### config.mk
export PLATFORM = sky130hd
export DESIGN_NAME = pageMapper
export DESIGN_NICKNAME = d
export VERILOG_FILES = /design/src/rtl/pmap_pkg.sv /design/src/rtl/pageMapCtrl.sv /design/src/rtl/pageMapData.sv /design/src/rtl/pageMapper.sv
export SDC_FILE = /design/constraint.sdc
export NUM_CORES = 1
export LEC_CHECK = 0
export BUFFER_PORTS_ARGS = -buffer_cell sky130_fd_sc_hd__buf_4
export CORE_MARGIN = 5
export CORE_UTILIZATION = 29
export DETAILED_ROUTE_END_ITERATION = 16
export PLACE_DENSITY = 0.42
export SKIP_LAST_GASP = 1
export SLEW_MARGIN = 20
export SYNTH_ARGS = -nofsm -noshare
export SYNTH_HDL_FRONTEND = slang
export SYNTH_SLANG_ARGS = --single-unit
export TNS_END_PERCENT = 50
### constraint.sdc
create_clock -name clk -period 2.1 [get_ports clk]
set_input_delay 0.21 -clock clk [delete_from_list [all_inputs] [get_ports clk]]
set_output_delay 0.21 -clock clk [all_outputs]
set_load 0.02 [all_outputs]
### src/rtl/pmap_pkg.sv
package pmap_pkg;
  // Write strobes passed from the control module to the datapath.
  typedef struct packed {
    logic tableWr;  // load one translation entry
    logic ctrlWr;   // load the control word
  } mapStrobes_t;
endpackage

### src/rtl/pageMapCtrl.sv
module pageMapCtrl
  import pmap_pkg::*;
(
  input  logic        clk,
  input  logic        rst,
  input  logic        rwb,
  input  logic        mapSel,
  input  logic        ctrlSel,
  input  logic        enableBit,
  output mapStrobes_t strobes,
  output logic        enableQ
);
  logic writeCycle;

  assign writeCycle = ~rwb;

  // The control select wins when both selects are high.
  always_comb begin
    strobes.ctrlWr  = writeCycle & ctrlSel;
    strobes.tableWr = writeCycle & mapSel & ~ctrlSel;
  end

  always_ff @(posedge clk) begin
    if (rst) begin
      enableQ <= 1'b0;
    end else if (strobes.ctrlWr) begin
      enableQ <= enableBit;
    end
  end
endmodule

### src/rtl/pageMapData.sv
module pageMapData
  import pmap_pkg::*;
#(
  parameter int CPU_W    = 16,
  parameter int OFFSET_W = 12,
  parameter int ENTRY_W  = 12,
  parameter int LOAD_W   = 8,
  localparam int INDEX_W = CPU_W - OFFSET_W,
  localparam int ENTRIES = 1 << INDEX_W,
  localparam int PHYS_W  = ENTRY_W + OFFSET_W
) (
  input  logic                       clk,
  input  logic                       rst,
  input  mapStrobes_t                strobes,
  input  logic                       enableQ,
  input  logic [CPU_W-1:0]           cpuAddr,
  input  logic [LOAD_W-1:0]          dataIn,
  output logic [PHYS_W-1:0]          physAddr,
  output logic [ENTRIES*ENTRY_W-1:0] tableFlat
);
  localparam int PAD_W = ENTRY_W - LOAD_W;
  localparam int EXT_W = PHYS_W - CPU_W;

  logic [ENTRY_W-1:0] entryQ [ENTRIES];
  logic [INDEX_W-1:0] wrIndex;
  logic [INDEX_W-1:0] rdIndex;
  logic [ENTRY_W-1:0] loadWord;

  assign wrIndex  = cpuAddr[INDEX_W-1:0];
  assign rdIndex  = cpuAddr[CPU_W-1 -: INDEX_W];
  assign loadWord = {{PAD_W{1'b0}}, dataIn};

  for (genvar i = 0; i < ENTRIES; i++) begin : gEntry
    always_ff @(posedge clk) begin
      if (rst) begin
        entryQ[i] <= '0;
      end else if (strobes.tableWr && (wrIndex == INDEX_W'(i))) begin
        entryQ[i] <= loadWord;
      end
    end
    assign tableFlat[i*ENTRY_W +: ENTRY_W] = entryQ[i];
  end

  always_comb begin
    if (enableQ) begin
      physAddr = {entryQ[rdIndex], cpuAddr[OFFSET_W-1:0]};
    end else begin
      physAddr = {{EXT_W{1'b0}}, cpuAddr};
    end
  end
endmodule

### src/rtl/pageMapper.sv
module pageMapper
  import pmap_pkg::*;
#(
  parameter int CPU_W    = 16,
  parameter int OFFSET_W = 12,
  parameter int ENTRY_W  = 12,
  parameter int LOAD_W   = 8,
  localparam int INDEX_W = CPU_W - OFFSET_W,
  localparam int ENTRIES = 1 << INDEX_W,
  localparam int PHYS_W  = ENTRY_W + OFFSET_W
) (
  input  logic              clk,
  input  logic              rst,
  input  logic [CPU_W-1:0]  cpuAddr,
  input  logic              rwb,
  input  logic              mapSel,
  input  logic              ctrlSel,
  input  logic [LOAD_W-1:0] dataIn,
  output logic [PHYS_W-1:0] physAddr
);
  mapStrobes_t               strobes;
  logic                      enableQ;
  logic [ENTRIES*ENTRY_W-1:0] tableFlat;

  pageMapCtrl uCtrl (
    .clk       (clk),
    .rst       (rst),
    .rwb       (rwb),
    .mapSel    (mapSel),
    .ctrlSel   (ctrlSel),
    .enableBit (dataIn[0]),
    .strobes   (strobes),
    .enableQ   (enableQ)
  );

  pageMapData #(
    .CPU_W    (CPU_W),
    .OFFSET_W (OFFSET_W),
    .ENTRY_W  (ENTRY_W),
    .LOAD_W   (LOAD_W)
  ) uData (
    .clk       (clk),
    .rst       (rst),
    .strobes   (strobes),
    .enableQ   (enableQ),
    .cpuAddr   (cpuAddr),
    .dataIn    (dataIn),
    .physAddr  (physAddr),
    .tableFlat (tableFlat)
  );
endmodule

# ---- After elaboration in Yosys (flattened, before gate mapping)
# Memories as Yosys holds them, arrays and structs flattened.
# Index checks and enable logic that the tools add are counted.
dict set report word_totals {
  register_bits 1
  ramBits 128
  in_bits 29
  out_inout_bits 24
  elab_cells 122
  mem_count 1
}
dict set report op_classes {
  eq_ne 15
  muxes 67
  bitwise_logic 21
  reduce_logical 17
}
# memory words width read_ports rd_clocked_by_memory_dff write_ports line
set mem_list {}
lappend mem_list {uData.entryQ 16 8 1 0 16 pageMapData.sv:24} ;# logic [ENTRY_W-1:0] entryQ [ENTRIES];
# operator count
set op_table {}
lappend op_table {{2-to-1 mux 8 bit} 16}
lappend op_table {{2-to-1 mux 1 bit} 50}
lappend op_table {{equality test 4 bit (second input constant)} 8}
lappend op_table {{2-to-1 mux 24 bit} 1}
lappend op_table {{equality test 4 x 3 -> 1 bit (second input constant)} 4}
lappend op_table {{logical AND 1 bit} 16}
lappend op_table {{bitwise OR 1 bit} 16}
lappend op_table {{equality test 4 x 2 -> 1 bit (second input constant)} 2}
lappend op_table {{equality test 4 x 1 -> 1 bit (second input constant)} 1}
lappend op_table {{zero test 4 bit} 1}
lappend op_table {{AND 1 bit} 3}
lappend op_table {{NOT 1 bit} 2}

# ---- Longest topological paths before layout
# Gate-level depths: netlist of the first run.
dict set report logic_depth {
  ltp_word 8
  ltp_mapped 6
  ltp_nobuf 4
}

# ---- Cells and area by module
# Synthesis of the first run repeated with hierarchy kept, for this count alone.
dict set report hier_totals {
  hier_cells 491
  hier_area_um2 6824.0
}
# module instances cells_each area_each_um2 seq_area_each_um2
set modules_own_cells {}
lappend modules_own_cells {pageMapData 1 485 6756.5 3843.7}
lappend modules_own_cells {pageMapCtrl 1 6 67.6 20.0}

# ---- Worst setup path before layout of the first run
# No wires, ideal clock.
dict set report synth_path {
  kind {in2reg}
  start {input rwb}
  end {memory uData.entryQ[0][0] (netlist bit), enable pin}
  setup_time_ns 0.375
  arrival_ns 1.248
  t_required_ns 1.725
  path_slack_ns 0.477
  cell_stages 4
  n_path_buf 1
  path_cell_list {nor4b_2 -> nand2b_1 -> clkbuf_1 -> o21bai_1}
}
# element line
set synth_rtl {}
lappend synth_rtl {{from (decl)} pageMapper.sv:15} ;# input logic rwb,
lappend synth_rtl {{to (decl)} pageMapData.sv:24}

# ---- Worst setup path in the final report of the first run
dict set report layout_path {
  start {memory uData.entryQ[13][7] (netlist bit)}
  end {output physAddr[19]}
}
dict set report layout_via {
  elab_chain_len 2
}
# element line
set layout_lines {}
lappend layout_lines {{memory read (16 x 8 bit)} -}
lappend layout_lines {{2-to-1 mux 24 bit} pageMapData.sv:45} ;# if (enableQ) begin
lappend layout_lines {{to (decl)} pageMapper.sv:19} ;# output logic [PHYS_W-1:0] physAddr
# Every way passes these cells.

==> results of run 1 <==
## Yosys cell counts (2+ instances only)
| cell type | count | area share [%] |
|---|---|---|
| and2_1 | 128 | 13 |
| buf_6 | 3 | 0.54 |
| nand2_1 | 7 | 0.42 |
| mux2i_1 | 16 | 2.5 |
| inv_1 | 2 | 0.12 |
| nor2_1 | 7 | 0.42 |
| nor2_2 | 10 | 0.99 |
| o22ai_1 | 6 | 0.60 |
| edfxtp_1 | 128 | 61 |
| nand2b_1 | 5 | 0.50 |
| mux4_2 | 18 | 6.4 |
| buf_12 | 2 | 0.63 |
| buf_2 | 2 | 0.16 |
| o21bai_1 | 16 | 1.9 |
| clkbuf_1 | 11 | 0.65 |
| o221ai_1 | 2 | 0.28 |
| buf_4 | 18 | 2.1 |
| o21ai_1 | 2 | 0.16 |
| mux4_1 | 12 | 5.0 |
| or2_2 | 4 | 0.40 |
## state kept, by name, summed over array words and instances, names as in the netlist
register       count
uData.entryQ     128
uCtrl.enableQ      1
## kinds of logic (layout without fill, tap and decap cells)
family / Yosys count / count (layout) / synth area share [%]
other: 1 / 4 / 0.0594
buffers and inverters: 40 / 98 / 4.70
multiplexers: 47 / 47 / 14.1
AO/OA/AOI/OAI: 30 / 30 / 3.61
AND/OR/NAND/NOR: 167 / 167 / 16.2
flip-flops: 129 / 129 / 61.2
## power by group through the flow
stage	sequential [uW]	combinational [uW]	clock, uW
after floorplan	3030	336	0
after global placement	3060	518	0
after detailed placement	3070	520	0
after CTS	3010	530	3150
after global routing	3020	563	3270
final	3010	520	3090
## worst reg2reg max path, cell delays in order, from the launching register on
cell and delay [ps]:
dfxtp_1 460, buf_4 180, mux2i_1 60, nor2_1 80
## timing repair
| action | in CTS | in global routing |
|---|---|---|
| hold buffers | 0 | 0 |
| setup endpoints to repair | 6 | 7 |
| cloned | 0 | 0 |
| gates resized for setup | 5 | 4 |
| pin swaps | 0 | 2 |
## layout make-up
cell class                      count  area share [%]
Clock buffer                       17            5.64
Clock inverter                     14            2.52
Sequential cell                   129            51.3
Inverter                            2          0.0996
Tap cell                          280            4.65
Timing Repair Buffer               65            6.80
Multi-Input combinational cell    248            29.0
## per-stage QoR
stage / instances / TNS (ps)
6_report: 755 / 0
5_1_grt: 755 / -172
3_3_place_gp: 724 / 0
3_5_place_dp: 724 / 0
2_1_floorplan: 417 / 0
4_1_cts: 755 / -74.9
## metal layers
| layer | global-route usage (%) | wire (um) |
|---|---|---|
| met3 | 3.66 | 875 |
| met5 | 0 | 0 |
| met4 | 4.67 | 257 |
| met1 | 19.0 | 7370 |
| met2 | 23.6 | 8310 |
## cells in the final DEF, fill, tap and decap left out, types with 2 or more instances in the layout
cell / synthesis / layout
o21bai_1: 16 / 16
inv_1: 2 / 2
clkinv_1: 0 / 2
mux2i_2: 0 / 3
o22ai_1: 6 / 5
mux4_2: 18 / 20
nor2_1: 7 / 7
buf_4: 18 / 63
buf_12: 2 / 2
conb_1: 1 / 4
nor2_2: 10 / 10
clkinv_4: 0 / 3
clkinvlp_4: 0 / 3
nand2b_1: 5 / 5
and2_1: 128 / 128
o221ai_2: 1 / 2
mux2i_1: 16 / 12
nand2_1: 7 / 7
clkbuf_16: 0 / 17
o21ai_1: 2 / 2
edfxtp_1: 128 / 128
bufinv_16: 0 / 4
or2_2: 4 / 4
mux4_1: 12 / 10
## how the worst max path moves through the flow
stage	end	from	slack, ps	cells past startpoint
after floorplan	uData.entryQ[0][0]	rwb	480	4
after global placement	physAddr[18]	cpuAddr[12]	180	6
after detailed placement	physAddr[14]	cpuAddr[12]	190	6
after CTS	physAddr[19]	uData.entryQ[7][7]	-40	4
after global routing	physAddr[19]	uData.entryQ[7][7]	-50	4
final	physAddr[19]	uData.entryQ[13][7]	30	4
==> flow_summary.toml, run 1 <==
[status]
outcome = "complete, no violations"

[global_routing]
grt_pass1_vias = 3713
grt_pass1_wl_um = 25200
grt_usage_pct = 14.5
overflow = 0
grt_max_degree = 22
antenna_found_initial = 0

[timing]
grt_setup_unrepaired = "true"
fin_crit_ps = 2070
slew_headroom_pct = 66.5
holdWs_ps = 115
tightest_slew_ps = 502
skew_ps = 0
hold_viol = 0
worst_slack_ps = 31.4
clock.fmax_mhz = 483
drv_slew = 0
min_period_over_period_pct = 98.5
setup_violations = 0

[place]
pre_cts_ws_ps = 187
dp_hpwl_um = 11700
gp_congestion = 0.750
place_area_mm2 = 0.00689
port_buffers = 32

[min_path]
min_to = "uCtrl.enableQ"
hold_path_class = "input port to register"
worstHoldPathCells = 2
hp-start = "rst"

[clock_tree]
cts_setup_buffers = 0
cts.sinks = 129
cts-buffers-inserted = 17
clock_path_buffers = 2
root_buffer = "clkbuf_16"
clkTransAtPathRegs_ps = 60
cts_tree = "yes"
clk_latency_ps = 420
htreeDepth = 4

[setup_path]
crit_buf_inv = 1
required_ps = 1890
crit_path_top_delay_cell = "mux4_1"
cp-start-kind = "register"
critPathArrivalTime_ps = 1860
criticalPathCategory = "register to primary output"
rrSetupSlack_ps = 1260
crit_path_max_fanout = 1
timing.rr.start = "uCtrl.enableQ"
end_kind = "primary output"
max_stage_delay_ps = 570
cp_top_family = "multiplexers"
reg2regPathDepth = 3
rr_endpoint = "uCtrl.enableQ"
path_cells = "mux4_1 -> mux2i_2 -> o22ai_1 -> buf_4"

[yosys]
synthCells = 414
synth_edf_count = 128
async_reset_ff_share_pct = 0
avgSynthCellArea_um2 = 15.2
seq_area_frac_synth_pct = 61.2
ys_seq_elements = 129
synth_top_flop_cell = "edfxtp_1"
netlist_area_mm2 = 0.00631
synth_warnings = 0
synth_cell_type_count = 35

[cells_and_area]
n_antenna_cell = 0
drive_gt1_share_pct = 29.3
nets = 492
final_area_mm2 = 0.00754
fin_util_pct = 34.9
area_delta_synth_final_pct = 19.5
nFillCells = 2099
multi_input_area_mm2 = 0.00219
regArea_mm2 = 0.00386

[power_and_ir_drop]
power_frac_clock_pct = 46.7
sequentialPowerShare_pct = 45.5
p_leak_uw = 0.00267
internal-power_uw = 5160
p_per_area_mw_per_mm2 = 879
combPwrFrac_pct = 7.8
p_switching_uw = 1460
peakVddDrop_v = 0.000407
power.total_uw = 6630
switching_share_pct = 22.1

[detailed_routing]
routed_wl_um = 16800
drtPass1Iterations = 4
vias = 3488
drc = 0
avgRoutedWirePerCell_um = 22.3
first_iter_violations = 262
vias_per_cell = 4.62
ant_nets = 0

[die]
ios = 53
die_area_mm2 = 0.0248
initial_core_util_pct = 29.2
rows = 54
fp.dieH_um = 157
die_w_um = 157
core_mm2 = 0.0216

[run]
cap_violations = 0
Power figures use the tool's default switching activity.
==> run 2, diff against run 1 <==
CORE_UTILIZATION = 45   (was 29)
PLACE_DENSITY = 0.6   (was 0.42)
==> flow_summary.toml, run 2 (synthesized netlist as in run 1, its figures left out) <==
[detailed_routing]
vias = 3456
avgRoutedWirePerCell_um = 21.8
ant_nets = 0
first_iter_violations = 201
drtPass1Iterations = 5
routed_wl_um = 14100
drc = 0
vias_per_cell = 5.34

[die]
core_mm2 = 0.0138
initial_core_util_pct = 45.6
rows = 43
fp.dieH_um = 128
ios = 53
die_w_um = 128
die_area_mm2 = 0.0165

[place]
dp_cells = 616
place_area_mm2 = 0.00670
port_buffers = 32
gp_congestion = 0.806
pre_cts_ws_ps = 172
dp_hpwl_um = 9630

[clock_tree]
clk_latency_ps = 410
cts_tree = "yes"
clkTransAtPathRegs_ps = 50
cts-buffers-inserted = 17
root_buffer = "clkbuf_16"
htreeDepth = 4
ctsHoldBuffers = 0
clock_path_buffers = 2
cts.sinks = 129
cts_setup_buffers = 0

[timing]
worst_slack_ps = 32.8
drv_slew = 0
skew_ps = 0
hold_viol = 0
fin_crit_ps = 2070
grt_setup_unrepaired = "true"
min_period_over_period_pct = 98.4
clock.fmax_mhz = 484
setup_violations = 0
fin_tns_setup_ps = 0

[power_and_ir_drop]
switching_share_pct = 20.8
combPwrFrac_pct = 7.9
power_frac_clock_pct = 43.4
p_per_area_mw_per_mm2 = 851
sequentialPowerShare_pct = 48.7
p_switching_uw = 1280
peakVddDrop_v = 0.000595
internal-power_uw = 4890
p_leak_uw = 0.00260

[setup_path]
crit_path_max_fanout = 1
criticalPathCategory = "register to primary output"
reg2regPathDepth = 2
cp-start-kind = "register"
critPathArrivalTime_ps = 1860
cp.depth = 4
crit_path_top_delay_cell = "mux4_1"
crit_buf_inv = 1
max_stage_delay_ps = 530
cp_top_family = "multiplexers"
end_kind = "primary output"
required_ps = 1890
path_cells = "mux4_1 -> mux2i_2 -> o22ai_1 -> buf_4"

[global_routing]
grt_pass1_vias = 3640
overflow = 0
antenna_found_initial = 0
grt_pass1_wl_um = 22000
grt_max_degree = 26
grt_usage_pct = 18.6

[cells_and_area]
n_antenna_cell = 0
stdcell_count = 647
drive_gt1_share_pct = 26.1
area_delta_synth_final_pct = 15.0
largestRegisters = "uData.entryQ: 128 flops, uCtrl.enableQ: 1 flops"
top_register = "uData.entryQ"
largest_register_ffs = 128
final_area_mm2 = 0.00725
final_cell_mix = "and2_1, edfxtp_1, buf_4"
fin_util_pct = 52.4
nets = 484

[run]
cap_violations = 0

[min_path]
worstHoldPathCells = 2
hold_path_class = "input port to register"

[status]
outcome = "complete, no violations"
-- run 2: cell count changes in the layout (fill, tap and decap cells not counted), moves of 2 or more --
cell        change
clkinv_2        +2
clkinv_4        -3
buf_4           -7
bufinv_16       -2
clkinv_1        +3
clkinvlp_4      -3
clkbuf_1        +4
-- run 2: area by class of cell --
cell class | count | area (um2)
Inverter | 2 | 7.51
Tap cell | 180 | 225
Sequential cell | 129 | 3860
Clock inverter | 10 | 93.8
Multi-Input combinational cell | 248 | 2180
Fill cell | 1139 | 6580
Timing Repair Buffer | 57 | 440
Clock buffer | 21 | 440
-- run 2: layer usage --
metal	wire (um)	vias to the layer above	part of all wire, %	track usage [%]
li1	-	1601	-	-
met1	6150	1732	44	24.7
met2	6940	110	49	30.2
met3	850	13	6.0	5.02
met4	181	0	1.3	5.56
met5	0	-	0	0
-- run 2: repair_timing --
item / 4_1_cts / 5_1_grt
gates cloned: 0 / 0
endpoints found under the setup margin: 5 / 7
pin swaps: 0 / 0
gates resized for setup: 4 / 3
-- run 2: worst paths after layout --
path              endpoint  slack [ps]                 from
max           physAddr[16]          30  uData.entryQ[13][4]
min          uCtrl.enableQ         100                  rst
max reg2reg  uCtrl.enableQ        1410        uCtrl.enableQ
min reg2reg  uCtrl.enableQ         610        uCtrl.enableQ
-- run 2: power by group through the flow --
stage                     combinational (uW)  clock, uW  sequential [uW]
after floorplan                          336          0             3030
final                                    488       2680             3010
after global placement                   478          0             3050
after detailed placement                 486          0             3060
after global routing                     527       2840             3020
after CTS                                496       2730             3010
-- run 2: metrics by stage --
stage / total power, uW / hold slack [ps]
2_1_floorplan: 3370 / 357
3_3_place_gp: 3530 / 420
3_5_place_dp: 3540 / 420
4_1_cts: 6230 / 97.2
5_1_grt: 6390 / 107
6_report: 6170 / 99.8
-- run 2: worst reg2reg max path: cells and delay by family, from the launching register on --
family	cells	cell delay, ps
multiplexers	1	100
AND/OR/NAND/NOR	1	80
flip-flops	1	440
